`config.mk`:
```
export PLATFORM = sky130hd
export DESIGN_NAME = irq_agg_top
export DESIGN_NICKNAME = d
export VERILOG_FILES = /design/src/rtl/irq_agg_pkg.sv /design/src/rtl/irq_agg_decode.sv /design/src/rtl/irq_agg_blk.sv /design/src/rtl/irq_agg_sum.sv /design/src/rtl/irq_agg_top.sv
export SDC_FILE = /design/constraint.sdc
export NUM_CORES = 1
export LEC_CHECK = 0
export BUFFER_PORTS_ARGS = -buffer_cell sky130_fd_sc_hd__buf_2
export CORE_MARGIN = 4
export CORE_UTILIZATION = 54
export DETAILED_ROUTE_END_ITERATION = 16
export PLACE_DENSITY = 0.77
export SLEW_MARGIN = 20
export SYNTH_ARGS = -nofsm -noshare
export SYNTH_HDL_FRONTEND = slang
export SYNTH_SLANG_ARGS = --single-unit
```
`constraint.sdc`:
```
create_clock -name clk_i -period 1.9 [get_ports clk_i]
set_input_delay 0.38 -clock clk_i [delete_from_list [all_inputs] [get_ports clk_i]]
set_output_delay 0.38 -clock clk_i [all_outputs]
set_load 0.02 [all_outputs]
```
`src/rtl/irq_agg_pkg.sv`:
```
package irq_agg_pkg;
  localparam int unsigned ADDR_W = 16;
  localparam int unsigned DATA_W = 8;
  localparam int unsigned BLK_W  = 8;
  localparam logic [ADDR_W-1:0] MST0_BASE  = 16'h0130;
  localparam logic [ADDR_W-1:0] MST_STRIDE = 16'h0080;
  // register offsets relative to base + group number
  localparam int unsigned OFF_CLR  = 1;
  localparam int unsigned OFF_MASK = 8;
  localparam int unsigned OFF_RT   = 15;

  function automatic logic [ADDR_W-1:0] mst_base(input int m);
    return MST0_BASE + MST_STRIDE * ADDR_W'(m);
  endfunction
endpackage

```
`src/rtl/irq_agg_decode.sv`:
```
module irq_agg_decode
  import irq_agg_pkg::*;
#(
  parameter int unsigned N_MST       = 2,
  parameter int unsigned BLK_PER_MST = 7,
  localparam int unsigned SPAN = BLK_PER_MST + OFF_RT + 1,
  localparam int unsigned MW   = (N_MST > 1) ? $clog2(N_MST) : 1,
  localparam int unsigned OW   = $clog2(SPAN)
) (
  input  logic [ADDR_W-1:0] addr_i,
  output logic              hit_o,
  output logic [MW-1:0]     mst_o,
  output logic [OW-1:0]     off_o
);
  always_comb begin
    hit_o = 1'b0;
    mst_o = '0;
    off_o = '0;
    for (int m = int'(N_MST) - 1; m >= 0; m--) begin
      if ((addr_i >= mst_base(m)) &&
          ((addr_i - mst_base(m)) < ADDR_W'(SPAN))) begin
        hit_o = 1'b1;
        mst_o = MW'(m);
        off_o = OW'(addr_i - mst_base(m));
      end
    end
  end
endmodule

```
`src/rtl/irq_agg_blk.sv`:
```
module irq_agg_blk #(
  parameter int unsigned W = 8
) (
  input  logic         clk_i,
  input  logic         rst_ni,
  input  logic [W-1:0] src_i,
  input  logic         clr_we_i,
  input  logic         mask_we_i,
  input  logic [W-1:0] wr_data_i,
  output logic [W-1:0] pend_o,
  output logic [W-1:0] mask_o
);
  logic [W-1:0] pend_q, mask_q, clr_bits;

  assign clr_bits = clr_we_i ? wr_data_i : '0;

  always_ff @(posedge clk_i or negedge rst_ni) begin
    if (!rst_ni) begin
      pend_q <= '0;
      mask_q <= '1;
    end else begin
      if (mask_we_i) mask_q <= wr_data_i;
      // clear wins; a still-active source relatches next edge
      pend_q <= (pend_q | (src_i & ~mask_q)) & ~clr_bits;
    end
  end

  assign pend_o = pend_q;
  assign mask_o = mask_q;

  // cleared bits are low after the clearing edge
  p_clear_drops_r3: assert property (@(posedge clk_i) disable iff (!rst_ni)
    clr_we_i |=> ((pend_o & $past(wr_data_i)) == '0));

  // without a clear, latched bits stay
  p_hold_r3: assert property (@(posedge clk_i) disable iff (!rst_ni)
    !clr_we_i |=> ((pend_o & $past(pend_o)) == $past(pend_o)));

  // an unmasked high source is pending after the edge
  p_latch_r2: assert property (@(posedge clk_i) disable iff (!rst_ni)
    !clr_we_i |=> ((pend_o & $past(src_i & ~mask_o)) == $past(src_i & ~mask_o)));

  // fully masked and empty stays empty
  p_mask_blocks_r4: assert property (@(posedge clk_i) disable iff (!rst_ni)
    (pend_o == '0 && mask_o == '1) |=> (pend_o == '0));
endmodule

```
`src/rtl/irq_agg_sum.sv`:
```
module irq_agg_sum #(
  parameter int unsigned N_MST       = 2,
  parameter int unsigned BLK_PER_MST = 7,
  parameter int unsigned BLK_W       = 8,
  parameter int unsigned DATA_W      = 8,
  localparam int unsigned N_BLK = N_MST * BLK_PER_MST
) (
  input  logic                           clk_i,
  input  logic                           rst_ni,
  input  logic [N_BLK-1:0][BLK_W-1:0]    pend_i,
  output logic [N_MST-1:0][DATA_W-1:0]   sum_o,
  output logic                           irq_o
);
  logic [N_BLK-1:0] blk_any;
  logic             irq_q;

  for (genvar g = 0; g < N_BLK; g++) begin : g_any
    assign blk_any[g] = |pend_i[g];
  end

  for (genvar m = 0; m < N_MST; m++) begin : g_mst
    for (genvar b = 1; b <= BLK_PER_MST; b++) begin : g_bit
      assign sum_o[m][b] = blk_any[m*BLK_PER_MST + b - 1];
    end
    for (genvar k = BLK_PER_MST + 1; k < DATA_W; k++) begin : g_pad
      assign sum_o[m][k] = 1'b0;
    end
    if (m == 0 && N_MST > 1) begin : g_chain
      assign sum_o[0][0] = |blk_any[N_BLK-1:BLK_PER_MST];
    end else begin : g_nochain
      assign sum_o[m][0] = 1'b0;
    end
  end

  always_ff @(posedge clk_i or negedge rst_ni) begin
    if (!rst_ni) irq_q <= 1'b0;
    else         irq_q <= |sum_o[0];
  end

  assign irq_o = irq_q;
endmodule

```
`src/rtl/irq_agg_top.sv`:
```
module irq_agg_top
  import irq_agg_pkg::*;
#(
  parameter int unsigned N_MST       = 2,
  parameter int unsigned BLK_PER_MST = 7,
  localparam int unsigned N_BLK = N_MST * BLK_PER_MST,
  localparam int unsigned N_SRC = N_BLK * BLK_W,
  localparam int unsigned SPAN  = BLK_PER_MST + OFF_RT + 1,
  localparam int unsigned MW    = (N_MST > 1) ? $clog2(N_MST) : 1,
  localparam int unsigned OW    = $clog2(SPAN),
  localparam int unsigned GW    = (N_BLK > 1) ? $clog2(N_BLK) : 1
) (
  input  logic              clk_i,
  input  logic              rst_ni,
  input  logic [N_SRC-1:0]  src_i,
  input  logic [ADDR_W-1:0] addr_i,
  input  logic              wr_en_i,
  input  logic [DATA_W-1:0] wr_data_i,
  input  logic              rd_en_i,
  output logic [DATA_W-1:0] rd_data_o,
  output logic              irq_o
);
  logic                         dec_hit;
  logic [MW-1:0]                dec_mst;
  logic [OW-1:0]                dec_off;
  logic [N_BLK-1:0]             clr_we, mask_we;
  logic [N_BLK-1:0][BLK_W-1:0]  pend, mask, src_blk;
  logic [N_MST-1:0][DATA_W-1:0] mst_sum;
  logic [DATA_W-1:0]            rd_val, rd_q;
  logic [GW-1:0]                idx;

  assign src_blk = src_i;

  irq_agg_decode #(.N_MST(N_MST), .BLK_PER_MST(BLK_PER_MST)) u_dec (
    .addr_i (addr_i),
    .hit_o  (dec_hit),
    .mst_o  (dec_mst),
    .off_o  (dec_off)
  );

  for (genvar g = 0; g < N_BLK; g++) begin : g_blk
    localparam int unsigned M = g / BLK_PER_MST;
    localparam int unsigned B = g % BLK_PER_MST + 1;
    assign clr_we[g]  = wr_en_i && dec_hit && (dec_mst == MW'(M)) &&
                        (dec_off == OW'(B + OFF_CLR));
    assign mask_we[g] = wr_en_i && dec_hit && (dec_mst == MW'(M)) &&
                        (dec_off == OW'(B + OFF_MASK));
    irq_agg_blk #(.W(BLK_W)) u_blk (
      .clk_i     (clk_i),
      .rst_ni    (rst_ni),
      .src_i     (src_blk[g]),
      .clr_we_i  (clr_we[g]),
      .mask_we_i (mask_we[g]),
      .wr_data_i (wr_data_i),
      .pend_o    (pend[g]),
      .mask_o    (mask[g])
    );
  end

  irq_agg_sum #(
    .N_MST(N_MST), .BLK_PER_MST(BLK_PER_MST), .BLK_W(BLK_W), .DATA_W(DATA_W)
  ) u_sum (
    .clk_i  (clk_i),
    .rst_ni (rst_ni),
    .pend_i (pend),
    .sum_o  (mst_sum),
    .irq_o  (irq_o)
  );

  always_comb begin
    rd_val = '0;
    idx    = '0;
    if (dec_hit) begin
      if (dec_off == '0) begin
        rd_val = mst_sum[dec_mst];
      end else if (dec_off <= OW'(BLK_PER_MST)) begin
        idx    = GW'(int'(dec_mst) * int'(BLK_PER_MST) + int'(dec_off) - 1);
        rd_val = pend[idx];
      end else if (dec_off >= OW'(OFF_MASK + 1) &&
                   dec_off <= OW'(OFF_MASK + BLK_PER_MST)) begin
        idx    = GW'(int'(dec_mst) * int'(BLK_PER_MST) + int'(dec_off) - int'(OFF_MASK) - 1);
        rd_val = mask[idx];
      end else if (dec_off >= OW'(OFF_RT + 1)) begin
        idx    = GW'(int'(dec_mst) * int'(BLK_PER_MST) + int'(dec_off) - int'(OFF_RT) - 1);
        rd_val = src_blk[idx];
      end
    end
  end

  always_ff @(posedge clk_i or negedge rst_ni) begin
    if (!rst_ni)      rd_q <= '0;
    else if (rd_en_i) rd_q <= rd_val;
  end

  assign rd_data_o = rd_q;

  // reads outside both windows return zero
  p_unmapped_r10: assert property (@(posedge clk_i) disable iff (!rst_ni)
    (rd_en_i && !dec_hit) |=> (rd_data_o == '0));

  // summary line only follows real pending state
  p_irq_source_r9: assert property (@(posedge clk_i) disable iff (!rst_ni)
    irq_o |-> $past(pend != '0));

  // master-1 activity shows as chain bit in master 0
  p_chain_r7: assert property (@(posedge clk_i) disable iff (!rst_ni)
    (pend[N_BLK-1:BLK_PER_MST] != '0) |-> mst_sum[0][0]);
endmodule

```
# == Word-level counts from Yosys, hierarchy flattened ==
# Index checks and enable logic that the tools add are counted.
# totals
reg_bits,233
latchBits,0
mem_bits_rw,0
romBits,0
input_bits,140
out_inout_bits,9
wordCells,219
n_memories,0
# classes
n_addsub,8
n_mul,1
n_div,0
order_cmp,12
n_eq_ne,14
shifts,0
n_mux,32
n_bitwise,71
reduce_logical,51
# ops
op,n
$and 8x8->8,28
$not 8->8,28
$mux 8,24
$or 8x8->8,14
$reduce_or 112->1,1
$reduce_or 8->1,14
$bmux 8 s4,3
$reduce_or 56->1,1
$eq 5x4->1 const B,8
$logic_and 1x1->1,34
$ge 16x9->1 const B,2
$lt 16x5->1 const B,2
$sub 16x9->16 const B,2
$eq 5x3->1 const B,4
$lt 4x5->1 const B,3
$sub 4x2->4 const B,3
$eq 5x2->1 const B,2
$mux 5,2
$sub 4x4->4 const B,2
$ge 5x4->1 const B,1
$ge 5x5->1 const B,1
$le 5x3->1 const B,1
$le 5x4->1 const B,1
$logic_not 5->1,1
other kinds (5),7

# == Logic depth before layout (Yosys ltp) ==
# depth
word_depth,16
ltp_mapped,24
depth_no_buf,21

# == By module ==
# Synthesis repeated with hierarchy kept, for this count alone.
# hier_totals
cells_unflattened,1088
hier_area_um2,13832.0
# by_module_without_submodules
module,n_inst,cells_per_inst,area_per_inst_um2,seq_area_each_um2
irq_agg_blk,14,42,666.9,410.4
irq_agg_top,1,394,3826.2,200.2
irq_agg_decode,1,55,366.6,0.0
irq_agg_sum,1,51,302.8,25.0

# == Worst setup path before layout ==
# Ideal clock, no wire load.
# synth_timing
kind,input -> register
start,in addr_i[4]
end,"reg rd_q[4], in the netlist rd_data_o[4]"
setup_ps,78
arrival_ps,5569
t_required_ps,1822
slack_ps,-3746
stages,21
path_buffers,5
path_cell_list,ha_1 > buf_2 > o211ai_1 > a311oi_2 > a41oi_2 > nor3_1 > a41oi_1 > nor2b_1 > ha_1 > fa_1 > clkbuf_1 > clkinv_1 > clkbuf_1 > ha_1 > xnor2_1 > clkbuf_1 > clkbuf_1 > a21oi_1 > a2111oi_0 > o21ai_0 > a21oi_1
# synth_via
elab_chain_cells,16
word_cells_on_any_way,39
classes_between,8 x add/sub; 1 x mul; 8 x order compare; 18 x mux; 4 x reduce/logical
# synth_rtl
element,line,source
from (decl),irq_agg_top.sv:16,"input logic [ADDR_W-1:0] addr_i,"
$sub 16x9->16,irq_agg_decode.sv:21,((addr_i - mst_base(m)) < ADDR_W'(SPAN))) begin
$lt 16x5->1,irq_agg_decode.sv:21,
$logic_and 1x1->1,irq_agg_decode.sv:20,if ((addr_i >= mst_base(m)) &&
$mux 1 (2 in series),irq_agg_decode.sv:20,
$mul 1x3->4,"irq_agg_top.sv:77, irq_agg_top.sv:81, irq_agg_top.sv:84",
$add 4x4->4,"irq_agg_top.sv:77, irq_agg_top.sv:81, irq_agg_top.sv:84",
$sub 4x4->4,irq_agg_top.sv:84,idx = GW'(int'(dec_mst) * int'(BLK_PER_MST) + int'(dec_off) - int'(OFF_RT) - 1);
$sub 4x2->4,irq_agg_top.sv:84,
$bmux 8 s4,irq_agg_top.sv:85,rd_val = src_blk[idx];
$mux 8 (not written as such),irq_agg_top.sv:85,
$mux 8,irq_agg_top.sv:83,end else if (dec_off >= OW'(OFF_RT + 1)) begin
$mux 8,irq_agg_top.sv:79,end else if (dec_off >= OW'(OFF_MASK + 1) &&
$mux 8,irq_agg_top.sv:76,end else if (dec_off <= OW'(BLK_PER_MST)) begin
$mux 8,irq_agg_top.sv:74,if (dec_off == '0) begin
$mux 8 *,irq_agg_top.sv:73,if (dec_hit) begin
to (signal assigned),irq_agg_top.sv:92,else if (rd_en_i) rd_q <= rd_val;
to (decl),irq_agg_top.sv:29,"logic [DATA_W-1:0] rd_val, rd_q;"
# Mark *: on every way between the ends. The rest lies on a longest branch, timed or not. The select of a mux whose other input is x is not followed.
# A chain may end at the register's enable or synchronous reset.

# == Final worst setup path ==
# layout_timing
start,in addr_i[4]
end,"reg rd_q[0], in the netlist rd_data_o[0]"
# Same word-level chain as after synthesis.

==> summary.json <==
{
  "run_status": {"value": "complete, but fails checks"},
  "violations_in_the_final_reports": {"value": "setup timing"},
  "h_tree_level_count": {"value": 1},
  "netlist.top_cell.by_area": {"value": "sky130_fd_sc_hd__dfrtp_1"},
  "num_antenna_cells": {"value": 0},
  "worstPathCellList": {"value": "buf_8 > ha_4 > o211ai_1 > a311oi_2 > a41oi_2 > nor3_4 > a41oi_4 > nor2b_2 > ha_4 > fa_2 > clkinv_8 > ha_4 > buf_6 > mux4_2 > a21oi_2 > mux2i_1 > a221o_1 > a21o_1"},
  "hp-start": {"value": "src_i[86]"},
  "ys_seq_area_frac": {"value": 0.457},
  "min_path_type": {"value": "in -> reg"},
  "cellInternalPower": {"value": 0.00851, "unit": "W"},
  "register_clock_pin_slew_on_the_reported_worst_setup_and_hold_paths": {"value": 0.07, "unit": "ns"},
  "final_design_area_no_fill": {"value": 0.0179, "unit": "mm^2"},
  "power_frac_seq": {"value": 0.447},
  "post_synth.cell_area_avg": {"value": 9.84, "unit": "um^2"},
  "numClockSinks": {"value": 233},
  "setup_slack": {"value": -1.92, "unit": "ns"},
  "synthCells": {"value": 1328},
  "nFillCells": {"value": 1564},
  "static-leakage-power": {"value": 7.84, "unit": "nW"},
  "post_route_cells_drive_above_1_share": {"value": 0.459},
  "wp_buf_inv": {"value": 3},
  "drt-pass1-iter-count": {"value": 6},
  "worst-endpoint-arrival": {"value": 4.25, "unit": "ns"},
  "period_minus_slack": {"value": 3.82, "unit": "ns"},
  "die_height": {"value": 164, "unit": "um"},
  "dp_worst_setup_slack": {"value": -3.03, "unit": "ns"},
  "async_reset_ff_frac": {"value": 1.00},
  "wl_per_cell": {"value": 25.1, "unit": "um"},
  "synth-edff-count": {"value": 0},
  "yosys_most_used_dff": {"value": "sky130_fd_sc_hd__dfrtp_1"},
  "finalClockSkew": {"value": 0.0234, "unit": "ns"},
  "drv_cap": {"value": 0},
  "critical_path.startpoint": {"value": "addr_i[4]"},
  "yosys.cell_types.count": {"value": 57},
  "synthesis.yosys.warnings": {"value": 0},
  "dp_hpwl": {"value": 36400, "unit": "um"},
  "critical-path-top-delay-family": {"value": "compound AO/OA/AOI/OAI gates"},
  "synth_nets": {"value": 1475},
  "endpoint_kind": {"value": "flop"},
  "dieArea": {"value": 0.0268, "unit": "mm^2"},
  "timing.final.max_slew_violations": {"value": 0},
  "slew-limit-headroom": {"value": 0.521},
  "final_wirelength": {"value": 51000, "unit": "um"},
  "place.port_buffers": {"value": 148},
  "power_frac_comb": {"value": 0.079},
  "setup.reg_to_reg.worst_slack": {"value": -0.65, "unit": "ns"},
  "pwr-share-clk": {"value": 0.473},
  "numPlacedInstances": {"value": 1956},
  "power.switching": {"value": 0.00261, "unit": "W"},
  "timing.critical_path.mode_cell": {"value": "sky130_fd_sc_hd__ha_4"},
  "biggest_area_contributors_in_the_synthesized_netlist": {"value": "sky130_fd_sc_hd__dfrtp_1, sky130_fd_sc_hd__dfstp_2, sky130_fd_sc_hd__a21oi_1"},
  "commonest_cells_post_synth": {"value": "sky130_fd_sc_hd__a21oi_1, sky130_fd_sc_hd__inv_1, sky130_fd_sc_hd__dfrtp_1"},
  "number_of_synthesized_register_bits": {"value": 233},
  "tightest_slew": {"value": 0.718, "unit": "ns"},
  "critical_path_class": {"value": "in -> reg"},
  "final.period_utilization": {"value": 2.01},
  "gp_congestion": {"value": 0.971},
  "ctsLongestPathBuffers": {"value": 3},
  "ports": {"value": 149},
  "placeableCoreArea": {"value": 0.0236, "unit": "mm^2"},
  "syn_area": {"value": 0.0131, "unit": "mm^2"},
  "grt_setup_unrepaired": {"value": "yes"},
  "switching_share": {"value": 0.235},
  "timing.critical_path.slowest_cell_delay": {"value": 0.64, "unit": "ns"},
  "finalNetCount": {"value": 1840},
  "critical_path_required": {"value": 2.34, "unit": "ns"},
  "final_cell_count_no_fill": {"value": 2031},
  "final-setup-viol-count": {"value": 233},
  "routed_via_density": {"value": 6.49},
  "initial_core_util": {"value": 0.554},
  "ratio_of_total_power_to_cell_area": {"value": 621, "unit": "mW/mm^2"},
  "floorplan.die.width": {"value": 164, "unit": "um"},
  "worst_setup_path_start_kind": {"value": "primary input"},
  "worstReg2RegStart": {"value": "g_blk[11].u_blk.pend_o[6]"},
  "clock_latency": {"value": 0.54, "unit": "ns"},
  "global_route.overflow_total": {"value": 0},
  "grt.total_usage": {"value": 0.373},
  "cpMaxStageDelayCell": {"value": "sky130_fd_sc_hd__fa_2"},
  "hold_slack": {"value": 0.128, "unit": "ns"},
  "grt_start_max_net_pins": {"value": 52},
  "yosysTopAreaCellShare": {"value": 0.232},
  "synthMostInstantiatedCell": {"value": "sky130_fd_sc_hd__a21oi_1"},
  "crit_fanout": {"value": 6},
  "route.detailed.drc": {"value": 0},
  "syn_to_final_growth": {"value": 37.0, "unit": "%"},
  "vias": {"value": 13200},
  "first_global_vias": {"value": 13200},
  "vdd_drop_max": {"value": 0.000692, "unit": "V"},
  "cts.root.buffer_cell": {"value": "sky130_fd_sc_hd__clkbuf_16"},
  "tritoncts": {"value": "yes"},
  "global_route_wire_length_before_repair": {"value": 76300, "unit": "um"},
  "grt_antenna_before_repair": {"value": 1},
  "fmax": {"value": 0.262, "unit": "GHz"},
  "final_hold_viol_count": {"value": 0},
  "cts-buffers-inserted": {"value": 25},
  "1st_iter_drt_viols": {"value": 1879},
  "instance_area_after_placement": {"value": 0.0161, "unit": "mm^2"},
  "totalPowerFinal": {"value": 0.0111, "unit": "W"},
  "route.antenna.remaining_nets": {"value": 0},
  "floorplan.rows": {"value": 56}
}
==> registers in the layout (all words and copies together), names as in the netlist <==
name / count
g_blk.u_blk.mask_o: 112
u_sum.irq_o: 1
g_blk.u_blk.pend_o: 112
rd_data_o: 8
==> worst register-to-register path, cell delays in order, from the launching register on <==
cell	delay, ns
sky130_fd_sc_hd__dfrtp_1	0.38
sky130_fd_sc_hd__nor4_1	0.28
sky130_fd_sc_hd__buf_4	0.16
sky130_fd_sc_hd__nand2_1	0.14
sky130_fd_sc_hd__or4_1	0.55
sky130_fd_sc_hd__nor4_1	0.29
sky130_fd_sc_hd__buf_4	0.16
sky130_fd_sc_hd__nor3_1	0.06
sky130_fd_sc_hd__mux2_2	0.27
sky130_fd_sc_hd__a21o_1	0.15
==> area by class of cell <==
type	instances	area, um^2	share of cell area
Clock buffer	36	717	0.0400
Clock inverter	10	160	0.00894
Inverter	128	493	0.0275
Multi-Input combinational cell	886	6960	0.388
Sequential cell	233	5970	0.333
Tap cell	319	399	0.0223
Timing Repair Buffer	419	3210	0.179
==> worst paths after layout <==
| check | end | depth (start not counted) |
|---|---|---|
| max in group asynchronous | g_blk[9].u_blk.mask_o[5] | 3 |
| worst max-delay path | rd_data_o[0] | 18 |
| min in group asynchronous | g_blk[11].u_blk.pend_o[3] | 2 |
| worst max register to register | rd_data_o[0] | 9 |
| worst min register to register | g_blk[10].u_blk.mask_o[7] | 2 |
| worst min-delay path | g_blk[10].u_blk.pend_o[6] | 3 |
==> routing by layer <==
metal | wire (um) | GRT usage
met5 | 9 | 0
met4 | 2750 | 0.163
met3 | 6570 | 0.0863
met2 | 23100 | 0.576
met1 | 18600 | 0.508
==> timing repair <==
action                                  4_1_cts  5_1_grt
endpoints found under the setup margin      233      233
pin swaps                                    21       18
hold buffers                                  1        0
resized for setup                           163       64
buffers inserted                             11        7
endpoints found under the hold margin        26        0
cloned                                        7        3
==> stage by stage <==
stage           util  setup TNS (ns)
6_report       0.758         -130.02
3_5_place_dp   0.680         -303.06
3_3_place_gp   0.680         -289.85
2_1_floorplan      -         -226.67
5_1_grt        0.758         -147.99
4_1_cts        0.742         -115.32
==> logic make-up (layout without fill, tap and decap cells) <==
group,after synthesis,in the layout,synth area share
compound gates,428,428,0.179
simple gates,278,278,0.0997
flops,233,233,0.457
buf+inv,209,593,0.0627
mux,163,163,0.186
xor+xnor,10,10,0.00852
fa+ha+maj,7,7,0.00728
==> power groups by stage <==
stage          sequential (W)  combinational (W)  clock, W
2_1_floorplan         0.00506           0.000251         0
3_3_place_gp          0.00506           0.000798         0
3_5_place_dp          0.00506           0.000808         0
4_1_cts               0.00497           0.000845   0.00527
5_1_grt               0.00497           0.000928   0.00549
6_report              0.00497           0.000882   0.00526
==> placed cells by master, fill, tap and decap left out, types with 6 or more instances in the layout <==
| cell type | count |
|---|---|
| sky130_fd_sc_hd__a211oi_1 | 8 |
| sky130_fd_sc_hd__mux2_2 | 56 |
| sky130_fd_sc_hd__mux4_2 | 58 |
| sky130_fd_sc_hd__clkbuf_1 | 6 |
| sky130_fd_sc_hd__nand4_1 | 7 |
| sky130_fd_sc_hd__o21ai_0 | 21 |
| sky130_fd_sc_hd__a21oi_1 | 265 |
| sky130_fd_sc_hd__a221oi_2 | 6 |
| sky130_fd_sc_hd__nor3_1 | 11 |
| sky130_fd_sc_hd__nor2_4 | 17 |
| sky130_fd_sc_hd__o21ai_1 | 63 |
| sky130_fd_sc_hd__buf_12 | 18 |
| sky130_fd_sc_hd__nand3b_1 | 7 |
| sky130_fd_sc_hd__clkbuf_16 | 27 |
| sky130_fd_sc_hd__a21oi_2 | 8 |
| sky130_fd_sc_hd__o21ai_2 | 9 |
| sky130_fd_sc_hd__a31oi_1 | 9 |
| sky130_fd_sc_hd__nor2_1 | 38 |
| sky130_fd_sc_hd__dfrtp_1 | 121 |
| sky130_fd_sc_hd__mux2i_1 | 47 |
| sky130_fd_sc_hd__nand3_1 | 19 |
| sky130_fd_sc_hd__buf_4 | 214 |
| sky130_fd_sc_hd__buf_2 | 145 |
| sky130_fd_sc_hd__nand2_1 | 112 |
| sky130_fd_sc_hd__buf_8 | 6 |
| sky130_fd_sc_hd__inv_1 | 126 |
| sky130_fd_sc_hd__dfstp_2 | 112 |
| sky130_fd_sc_hd__buf_6 | 32 |
| sky130_fd_sc_hd__nor4_1 | 30 |
Power figures use the tool's default switching activity.
